[src/rtl/bar_router_pkg.sv]
// Package: shared encodings and helpers for the BAR access router.
// Assumes window sizes below 64 bits.
package bar_router_pkg;

    localparam int SIZE_FIELD_W = 6;

    typedef enum logic {
        SPACE_MEM = 1'b0,
        SPACE_IO  = 1'b1
    } space_e;

    // Mask of the low nbits address bits (offset bits of a window).
    function automatic logic [63:0] window_mask(input int nbits);
        return (64'd1 << nbits) - 64'd1;
    endfunction

endpackage

[src/rtl/bar_window_match.sv]
// Module: bar_window_match
// Decides whether one window claims the current transaction and
// produces the offset inside that window. Purely combinational.
// Assumes SIZE_BITS >= 4, so type and prefetch bits lie in the masked part.
module bar_window_match
    import bar_router_pkg::*;
#(
    parameter int ADDR_W    = 32,
    parameter int OFF_W     = 14,
    parameter int SIZE_BITS = 12,
    parameter bit IS_IO     = 1'b0,
    parameter bit ACTIVE    = 1'b1
) (
    input  logic [ADDR_W-1:0] addr_i,
    input  logic [ADDR_W-1:0] base_i,
    input  logic              req_io_i,
    input  logic              io_en_i,
    input  logic              mem_en_i,
    output logic              hit_o,
    output logic [OFF_W-1:0]  off_o
);

    localparam logic [ADDR_W-1:0] LOW_MASK  = ADDR_W'(window_mask(SIZE_BITS));
    localparam space_e            BAR_SPACE = IS_IO ? SPACE_IO : SPACE_MEM;

    logic space_ok;
    logic enable_ok;
    logic base_eq;

    // Qualify the compare by space type, command enable and active bit.
    always_comb begin
        space_ok  = (space_e'(req_io_i) == BAR_SPACE);
        enable_ok = IS_IO ? io_en_i : mem_en_i;
        base_eq   = ((addr_i & ~LOW_MASK) == (base_i & ~LOW_MASK));
        hit_o     = ACTIVE && space_ok && enable_ok && base_eq;
        off_o     = OFF_W'(addr_i & LOW_MASK);
    end

endmodule

[src/rtl/bar_hit_priority.sv]
// Module: bar_hit_priority
// Grants the lowest-numbered asserted hit. The output is one-hot or zero.
module bar_hit_priority #(
    parameter int NUM_BARS = 4
) (
    input  logic [NUM_BARS-1:0] hits_i,
    output logic [NUM_BARS-1:0] grant_o,
    output logic                any_o
);

    // Scan upward and keep only the first hit found.
    always_comb begin
        grant_o = '0;
        any_o   = 1'b0;
        for (int i = 0; i < NUM_BARS; i++) begin
            if (hits_i[i] && !any_o) begin
                grant_o[i] = 1'b1;
                any_o      = 1'b1;
            end
        end
    end

endmodule

[src/rtl/bar_access_router.sv]
// Module: bar_access_router (top)
// Routes a target transaction to a bank function number and a window offset.
// Windows are fixed by parameters. Bases and enables are live inputs.
// One registered stage. Synchronous active-low reset.
// Assumes OFF_W >= the largest window size and OFF_W <= ADDR_W.
module bar_access_router
    import bar_router_pkg::*;
#(
    parameter int                                NUM_BARS    = 4,
    parameter int                                ADDR_W      = 32,
    parameter int                                FUNC_W      = 3,
    parameter int                                OFF_W       = 14,
    parameter logic [NUM_BARS*SIZE_FIELD_W-1:0]  BAR_SIZE    = {6'd8, 6'd14, 6'd12, 6'd7},
    parameter logic [NUM_BARS*FUNC_W-1:0]        BAR_FUNC    = {3'd5, 3'd6, 3'd2, 3'd2},
    parameter logic [NUM_BARS-1:0]               BAR_IS_IO   = 4'b0001,
    parameter logic [NUM_BARS-1:0]               BAR_ACTIVE  = 4'b0111
) (
    input  logic                       clk,
    input  logic                       rst_n,
    input  logic                       req_valid_i,
    input  logic                       req_io_i,
    input  logic [ADDR_W-1:0]          req_addr_i,
    input  logic [NUM_BARS*ADDR_W-1:0] bar_base_i,
    input  logic                       io_en_i,
    input  logic                       mem_en_i,
    output logic                       hit_o,
    output logic                       miss_o,
    output logic [FUNC_W-1:0]          func_o,
    output logic [OFF_W-1:0]           offset_o
);

    logic [NUM_BARS-1:0] hits;
    logic [NUM_BARS-1:0] grant;
    logic                any_hit;
    logic [OFF_W-1:0]    win_off [NUM_BARS];
    logic [FUNC_W-1:0]   sel_func;
    logic [OFF_W-1:0]    sel_off;

    // One matcher per window, configured from the parameter vectors.
    for (genvar g = 0; g < NUM_BARS; g++) begin : g_win
        bar_window_match #(
            .ADDR_W    (ADDR_W),
            .OFF_W     (OFF_W),
            .SIZE_BITS (int'(BAR_SIZE[g*SIZE_FIELD_W +: SIZE_FIELD_W])),
            .IS_IO     (BAR_IS_IO[g]),
            .ACTIVE    (BAR_ACTIVE[g])
        ) u_match (
            .addr_i   (req_addr_i),
            .base_i   (bar_base_i[g*ADDR_W +: ADDR_W]),
            .req_io_i (req_io_i),
            .io_en_i  (io_en_i),
            .mem_en_i (mem_en_i),
            .hit_o    (hits[g]),
            .off_o    (win_off[g])
        );
    end

    bar_hit_priority #(
        .NUM_BARS (NUM_BARS)
    ) u_prio (
        .hits_i  (hits),
        .grant_o (grant),
        .any_o   (any_hit)
    );

    // Mux function number and offset of the granted window (AND-OR).
    always_comb begin
        sel_func = '0;
        sel_off  = '0;
        for (int i = 0; i < NUM_BARS; i++) begin
            if (grant[i]) begin
                sel_func = sel_func | BAR_FUNC[i*FUNC_W +: FUNC_W];
                sel_off  = sel_off | win_off[i];
            end
        end
    end

    // Output stage: register the routing result, zero when not claimed.
    always_ff @(posedge clk) begin
        if (!rst_n) begin
            hit_o    <= 1'b0;
            miss_o   <= 1'b0;
            func_o   <= '0;
            offset_o <= '0;
        end else begin
            hit_o    <= req_valid_i && any_hit;
            miss_o   <= req_valid_i && !any_hit;
            func_o   <= (req_valid_i && any_hit) ? sel_func : '0;
            offset_o <= (req_valid_i && any_hit) ? sel_off  : '0;
        end
    end

endmodule

[config.mk]
export PLATFORM = sky130hd
export DESIGN_NAME = bar_access_router
export DESIGN_NICKNAME = d
export VERILOG_FILES = /design/src/rtl/bar_router_pkg.sv /design/src/rtl/bar_window_match.sv /design/src/rtl/bar_hit_priority.sv /design/src/rtl/bar_access_router.sv
export SDC_FILE = /design/constraint.sdc
export NUM_CORES = 1
export LEC_CHECK = 0
export ABC_AREA = 1
export BUFFER_PORTS_ARGS = -buffer_cell sky130_fd_sc_hd__clkbuf_2
export CAP_MARGIN = 20
export CORE_ASPECT_RATIO = 1.25
export CORE_UTILIZATION = 43
export CTS_BUF_LIST = sky130_fd_sc_hd__clkbuf_8
export DETAILED_ROUTE_END_ITERATION = 16
export GPL_TIMING_DRIVEN = 0
export PLACE_DENSITY = 0.83
export SKIP_LAST_GASP = 1
export SLEW_MARGIN = 20
export SYNTH_ARGS = -nofsm -noshare
export SYNTH_HDL_FRONTEND = slang
export SYNTH_HIERARCHICAL = 1
export SYNTH_SLANG_ARGS = --single-unit
[constraint.sdc]
create_clock -name clk -period 2 [get_ports clk]
set_input_delay 0.4 -clock clk [delete_from_list [all_inputs] [get_ports clk]]
set_output_delay 0.4 -clock clk [all_outputs]
set_load 0.01 [all_outputs]
==> impl_metrics.tcl, run 1 <==
set metrics [dict create \
    status "complete, no violations" \
    gp_congestion 0.886 \
    critPathKind "input port to register" \
    final_cell_area_um2 3480 \
    worstPathRequired_ns 2.19 \
    start_util 0.454 \
    arrival_ns 1.98 \
    met2_usage 0.425 \
    placementRows 31 \
    syn-instance-count 540 \
    place.port_buffers 112 \
    netlist_top_cells_count "nand2_1, inv_1, nor2_1, buf_4, dfxtp_1" \
    post-cts-setup-buffers 0 \
    dpl.hpwl_um 6130 \
    cts.reportedPaths.clkPinSlew_ns 0.07 \
    cpPeakStageDelay_ns 0.18 \
    synth_area_leaders "nand2_1, buf_4, inv_1" \
    area_growth_syn_to_layout_pct 29.8 \
    grt_util_met3 0.0280 \
    ys_types 20 \
    grt_pass1_vias 2877 \
    drc 0 \
    vias_per_cell 4.13 \
    powerDensity_nw_per_um2 316 \
    path_max_fanout 10 \
    first_iter_violations 81 \
    yosysMostFrequentCell "nand2_1" \
    h-tree-depth 1 \
    drtPass1Iterations 4 \
    power_leakage_nw 2.39 \
    numCtsBuffers 3 \
    grt_first_pass_wirelength_um 11800 \
    die_area_um2 6550 \
    cpMaxStageDelayCell "nor2_4" \
    final_core_util 0.590 \
    hold_class "input port to register" \
    drv_cap 0 \
    yosys_warnings 6 \
    die_y_um 90.2 \
    finalMaxSlewViolations 0 \
    peakVddDrop_mv 0.245 \
    path_cells "clkbuf_2 > nand2_1 > o21ai_0 > nor2_1 > nand2_1 > nor2_1 > nand2_1 > nor2_4 > inv_1 > nor2_4 > buf_6 > nand2_1 > nand2_1 > nor2_1 > nor2_1" \
    synthArstFlopShare 0 \
    drive_above_1_share 0.277 \
    min_period_over_period 0.893 \
    met1_usage 0.249 \
    ys.flop_type "dfxtp_1" \
    n_antenna_cell 0 \
    yosys.area.top_type "nand2_1" \
    synth_top_area_frac 0.332 \
    grt_use_total 0.225 \
    endpoint_kind "register" \
    period_needed_ns 1.79 \
    grt_max_degree 11 \
    ant_nets 0 \
    synth_edf_count 0 \
    cts_root_buffer "clkbuf_8" \
    synth_area_um2 2680 \
    clock_sinks 19 \
    ys_seq_area_frac 0.142 \
    die_w_um 72.6 \
    clk_path_buf_depth 2 \
    max_freq_mhz 560 \
    setup_viol 0 \
    finalNetCount 836 \
    syn_avg_cell_area_um2 4.96 \
    gr-total-overflow 0 \
    core_area_um2 5900 \
    setup_ws_ns 0.214 \
    hold_violations 0 \
    dp_slack_ns -0.380 \
    vias 3104 \
    wl_per_cell_um 9.16 \
    top_usage_layer "met2" \
    totalWireLength_um 6880 \
    ys_seq_elements 19 \
    placed_area_um2 3390 \
    crit_path_frequent_cell "nand2_1" \
    antenna_found_initial 0 \
    io_pins 185 \
    start_kind "input port" \
    tritoncts "done" \
]
## routing by layer
metal / vias to the layer above / part of all wire
met5: - / 0
met4: 0 / 0.026
met3: 12 / 0.064
met2: 115 / 0.51
met1: 1261 / 0.40
li1: 1716 / -
## critical path: cells and delay by family
kind | cells | cell delay [ns]
buf+inv | 3 | 0.38
simple gates | 11 | 1.07
compound gates | 1 | 0.12
## cells by family after synthesis
kind of cell | share of synthesized area
compound gates | 0.0308
xor+xnor | 0.0229
buf+inv | 0.340
flops | 0.142
other cells | 0.00420
simple gates | 0.460
## cell usage in the layout (no fill, tap or decap)
master	netlist	final
a21oi_1	2	2
buf_4	59	59
buf_6	4	4
clkbuf_2	0	112
clkbuf_8	0	3
conb_1	3	16
dfxtp_1	19	19
inv_1	113	114
nand2_1	237	237
nand3_1	6	5
nand3_2	1	1
nand3_4	0	1
nand4_1	1	1
nor2_1	69	68
nor2_2	3	1
nor2_4	0	3
nor3_4	0	1
o211ai_1	2	2
o21ai_0	6	6
o21ai_1	3	3
o22ai_1	2	2
or2_0	2	2
xnor2_1	6	6
xor2_1	1	1
## sequential cells by signal, indices dropped and copies added (netlist names)
register / count
func_o: 3
hit_o: 1
offset_o: 14
miss_o: 1
## repair_timing
item                       in CTS  in global routing
pin swaps                       0                  1
gates cloned                    0                  0
gates resized for setup         1                  7
setup endpoints to repair      11                 15
hold buffers                    0                  0
## area by class of cell
type	count	area (um^2)
Fill cell	610	2420
Clock inverter	1	3.75
Clock buffer	3	41.3
Sequential cell	19	380
Multi-Input combinational cell	358	1480
Tap cell	82	103
Timing Repair Buffer	112	561
Inverter	113	424
Buffer	63	488
## power by group
part / switching [W] / leakage, nW / internal (W)
logic: 0.000229 / 2.21 / 0.000231
registers: 0.00000173 / 0.154 / 0.000386
clock network: 0.000117 / 0.0269 / 0.000136
total: 0.000347 / 2.39 / 0.000753
## per-stage QoR
stage                     TNS (ns)  hold slack [ns]  total power [W]  std cells
after floorplan                  0            0.514         0.000673        553
after global placement       -3.93            0.643         0.000840        747
after detailed placement     -4.78            0.642         0.000850        747
after CTS                        0            0.372          0.00110        751
after global routing       -0.0147            0.390          0.00119        751
final                            0            0.391          0.00110        751
## final timing paths
path                  slack (ns)  depth (start not counted)            from          end
worst max-delay path        0.21                         15  req_addr_i[29]  offset_o[8]
worst min-delay path        0.39                          3     req_valid_i       miss_o
Power figures use the tool's default switching activity.
==> run 2: changes to the inputs <==
BUFFER_PORTS_ARGS = not set   (was -buffer_cell sky130_fd_sc_hd__clkbuf_2)
CORE_AREA = 2 2 71 73   (was not set)
CORE_ASPECT_RATIO = not set   (was 1.25)
CORE_UTILIZATION = not set   (was 43)
DIE_AREA = 0 0 73 75   (was not set)
DONT_BUFFER_PORTS = 1   (was not set)
PLACE_DENSITY = 0.73   (was 0.83)
clock period = 2.1 ns   (was 2 ns; I/O delays follow)
==> run 2 against run 1 <==
Against the previous run:
- clock power fell by 11%
- flip-flop and latch count did not move
- final cell count fell by 19%
- via count fell by 18%
- total power fell by 19%
- combinational power fell by 36%
- critical path type unchanged
- largest cell class unchanged
- largest power group is now registers
==> impl_metrics.tcl, run 2 (same netlist as run 1, synthesis figures left out) <==
set metrics [dict create \
    fillerInstances 518 \
    top_regs "offset_o: 14 flops, func_o: 3 flops" \
    antenna_found_initial 0 \
    path_max_fanout 10 \
    ant_nets 0 \
    hold_class "input port to register" \
    grt_use_total 0.211 \
    arrival_ns 1.92 \
    critPathKind "input port to register" \
    largest_reg_flops 14 \
    clk_path_buf_depth 2 \
    setup_viol 0 \
    drtPass1Iterations 5 \
    start_util 0.575 \
    post-cts-setup-buffers 0 \
    powerDensity_nw_per_um2 313 \
    placementRows 25 \
    gp_congestion 0.797 \
    largest_register "offset_o" \
    setup_ws_ns 0.370 \
    io_pins 185 \
    p_clk_frac 0.252 \
    min_period_over_period 0.824 \
    switching_share 0.265 \
    area_growth_syn_to_layout_pct 6.21 \
    final_cell_mix "nand2_1, inv_1, nor2_1" \
    totalWireLength_um 5880 \
    grt_max_degree 11 \
    period_needed_ns 1.73 \
    drive_above_1_share 0.127 \
    wl_per_cell_um 9.63 \
    clock_sinks 19 \
    endpoint_kind "register" \
    gr-total-overflow 0 \
    dp_slack_ns -0.141 \
    seqPwrFrac 0.419 \
    fin_setup_tns_ns 0 \
    h-tree-depth 1 \
    drv_cap 0 \
    stdcell_count 611 \
    rsz0062_at_grt "false" \
    tritoncts "done" \
    multi_input_area_um2 1440 \
    cts_root_buffer "clkbuf_8" \
    cts_resized 0 \
    grt_pass1_vias 2209 \
    start_kind "input port" \
    vias_per_cell 4.17 \
    hold_violations 0 \
    final_core_util 0.610 \
    n_antenna_cell 0 \
    place_inst 607 \
    numCtsBuffers 3 \
    vias 2546 \
    first_iter_violations 84 \
    finalNetCount 724 \
    die_w_um 73 \
    cts.reportedPaths.clkPinSlew_ns 0.06 \
    finalMaxSlewViolations 0 \
    dpl.hpwl_um 5200 \
    die_area_um2 5480 \
    die_y_um 75 \
    place.port_buffers 0 \
    p_switching_w 0.000236 \
    drc 0 \
    grt_first_pass_wirelength_um 9190 \
    core_area_um2 4660 \
    peakVddDrop_mv 0.271 \
    max_freq_mhz 578 \
    final_common_cell "nand2_1" \
    ctsHoldBuffers 0 \
    intPower_w 0.000656 \
    seq_area_um2 380 \
    power_leakage_nw 1.92 \
    status "complete, no violations" \
    power_frac_comb 0.330 \
    worstPathRequired_ns 2.29 \
]
## run 2: power by group through the flow
stage,clock network (W),logic (W),registers (W)
after floorplan,0,0.000260,0.000381
after global placement,0,0.000287,0.000381
after detailed placement,0,0.000291,0.000381
after CTS,0.000231,0.000292,0.000373
after global routing,0.000253,0.000341,0.000374
final,0.000224,0.000294,0.000373
## run 2: worst paths after layout
check	start	endpoint	slack [ns]	depth (start not counted)
worst min-delay path	req_valid_i	miss_o	0.28	2
worst max-delay path	bar_base_i[87]	offset_o[8]	0.37	13
## run 2: worst max-delay path, cell delays in order
cell and delay, ns:
inv_1 0.05, or2_0 0.10, nand3_1 0.07, nor2_1 0.18, nand2_1 0.08, nor2_1 0.13, inv_1 0.09, nor3_2 0.36
buf_6 0.21, nand2_1 0.05, nand2_1 0.06, nor2_1 0.05, nor2_1 0.07
## run 2: per-stage QoR
stage	power, W	hold WS, ns	cell area, um^2
floorplan	0.000641	0.534	2730
global placement	0.000668	0.538	2800
detailed placement	0.000672	0.540	2800
CTS	0.000896	0.281	2840
global route	0.000968	0.279	2850
finish	0.000892	0.284	2850
## run 2: layer usage
metal	GRT usage	wire (um)	vias to the layer above
met1	0.234	2410	951
met5	0	0	-
li1	-	-	1488
met2	0.386	2780	107
met3	0.0884	695	0
met4	0.0288	0	0
## run 2: layout make-up
type                            count  area share
Clock buffer                        3      0.0145
Sequential cell                    19       0.134
Clock inverter                      1     0.00132
Multi-Input combinational cell    358       0.506
Buffer                             63       0.172
Tap cell                           54      0.0237
Inverter                          113       0.149
==> run 3: changes to the inputs <==
clock period = 1.64 ns   (was 2.1 ns; I/O delays follow)
==> run 3 against run 2 <==
Against the previous run:
- non-clock buffer count increased by 7
- largest cell class unchanged
- total power increased by 35%
- clock power increased by 46%
- critical path type unchanged
- global-route usage increased by 1.9 points
- flip-flop and latch count unchanged
- worst hold slack got worse by 0.10 ns
- routed wire length increased by 7.7%
- first-iteration DRC count decreased by 2.4%
- setup slack got worse by 0.25 ns
==> impl_metrics.tcl, run 3 (same netlist as run 1, synthesis figures left out) <==
set metrics [dict create \
    max_freq_mhz 658 \
    setup_viol 0 \
    cpPeakStageDelay_ns 0.31 \
    worstPathRequired_ns 1.83 \
    hold_violations 0 \
    gp_congestion 0.844 \
    placementRows 25 \
    final_common_cell "nand2_1" \
    totalWireLength_um 6340 \
    grt_use_total 0.231 \
    vias_per_cell 4.31 \
    die_w_um 73 \
    drc 0 \
    endpoint_kind "register" \
    path_cells "inv_8 > or2_0 > nand3_1 > nor2_1 > nand2_1 > nor2_2 > inv_2 > nor3_4 > buf_6 > nand2_1 > nand2_1 > nor2_1 > nor2_1" \
    grt_first_pass_wirelength_um 9910 \
    drtPass1Iterations 4 \
    ant_nets 0 \
    h-tree-depth 1 \
    power_leakage_nw 1.96 \
    tritoncts "done" \
    n_antenna_cell 0 \
    placed_area_um2 2800 \
    vias 2662 \
    largest_reg_flops 14 \
    cts_root_buffer "clkbuf_8" \
    peakVddDrop_mv 0.292 \
    top_regs "offset_o: 14 flops, func_o: 3 flops" \
    period_needed_ns 1.52 \
    wl_per_cell_um 10.3 \
    core_area_um2 4660 \
    antenna_found_initial 0 \
    powerDensity_nw_per_um2 399 \
    rsz0062_at_grt "true" \
    finalMaxSlewViolations 0 \
    die_area_um2 5480 \
    clock_sinks 19 \
    area_growth_syn_to_layout_pct 12.8 \
    first_iter_violations 82 \
    final_cell_area_um2 3020 \
    io_pins 185 \
    largest_register "offset_o" \
    final_cell_mix "nand2_1, inv_1, buf_4" \
    min_period_over_period 0.926 \
    start_kind "input port" \
    fin_hold_ws_ns 0.180 \
    drv_cap 0 \
    drive_above_1_share 0.190 \
    gr-total-overflow 0 \
    place.port_buffers 0 \
    path_max_fanout 6 \
    cts.reportedPaths.clkPinSlew_ns 0.07 \
    cpMaxStageDelayCell "nor3_4" \
    arrival_ns 1.71 \
    grt_pass1_vias 2369 \
    clk_path_buf_depth 2 \
    dpl.hpwl_um 5320 \
    status "complete, no violations" \
    grt_max_degree 13 \
    critPathKind "input port to register" \
    start_util 0.575 \
    finalNetCount 731 \
    hold_class "input port to register" \
    die_y_um 75 \
    numCtsBuffers 3 \
]
## run 3: cell types whose count changed in the layout (fill, tap and decap cells not counted), moves of 5 or more
| cell | change |
|---|---|
| inv_1 | -11 |
| nor2_1 | -7 |
| inv_2 | +6 |
| buf_4 | +6 |
| nand2_1 | -8 |
| nand2_2 | +5 |
## run 3: area by class of cell
type,instances,area (um^2)
Inverter,113,442
Clock inverter,1,7.51
Buffer,63,488
Timing Repair Buffer,7,56.3
Clock buffer,3,41.3
Multi-Input combinational cell,358,1540
Fill cell,462,1640
Tap cell,54,67.6
Sequential cell,19,380
## run 3: critical path, delay by kind of cell
family | cells | cell delay, ns
AND/OR/NAND/NOR | 10 | 1.08
buffers and inverters | 3 | 0.29
## run 3: final timing paths
kind / start / to / slack [ns] / cells past startpoint
max: bar_base_i[87] / offset_o[11] / 0.12 / 13
min: req_valid_i / miss_o / 0.18 / 2
## run 3: routing by layer
metal  routed length [um]  part of all wire  global-route usage
met1                 2550              0.40               0.256
met2                 3070              0.49               0.425
met3                  658              0.10              0.0790
met4                   53            0.0084              0.0494
met5                    0                 0                   0
## run 3: metrics by stage
stage                     cells  power, W  worst slack [ns]   util  setup TNS [ns]
final                       618   0.00121             0.121  0.648               0
after global routing        618   0.00130           -0.0148  0.648         -0.0148
after CTS                   611   0.00118            0.0145  0.614               0
after detailed placement    607  0.000861            -0.325  0.601           -4.10
after global placement      607  0.000854            -0.347  0.601           -4.13
after floorplan             553  0.000821            0.0501      -               0
## run 3: power breakdown
| part | total, W | switching, W | internal, W |
|---|---|---|---|
| Clock | 0.000327 | 0.000155 | 0.000171 |
| Combinational | 0.000401 | 0.000186 | 0.000215 |
| Sequential | 0.000478 | 0.00000744 | 0.000470 |
| Total | 0.00121 | 0.000348 | 0.000857 |
## run 3: timing repair
action                     4_1_cts  5_1_grt
hold buffers                     0        0
gates cloned                     0        1
setup endpoints to repair        7       15
resized for setup                3       44
pin swaps                        0       28
buffers inserted                 0        6
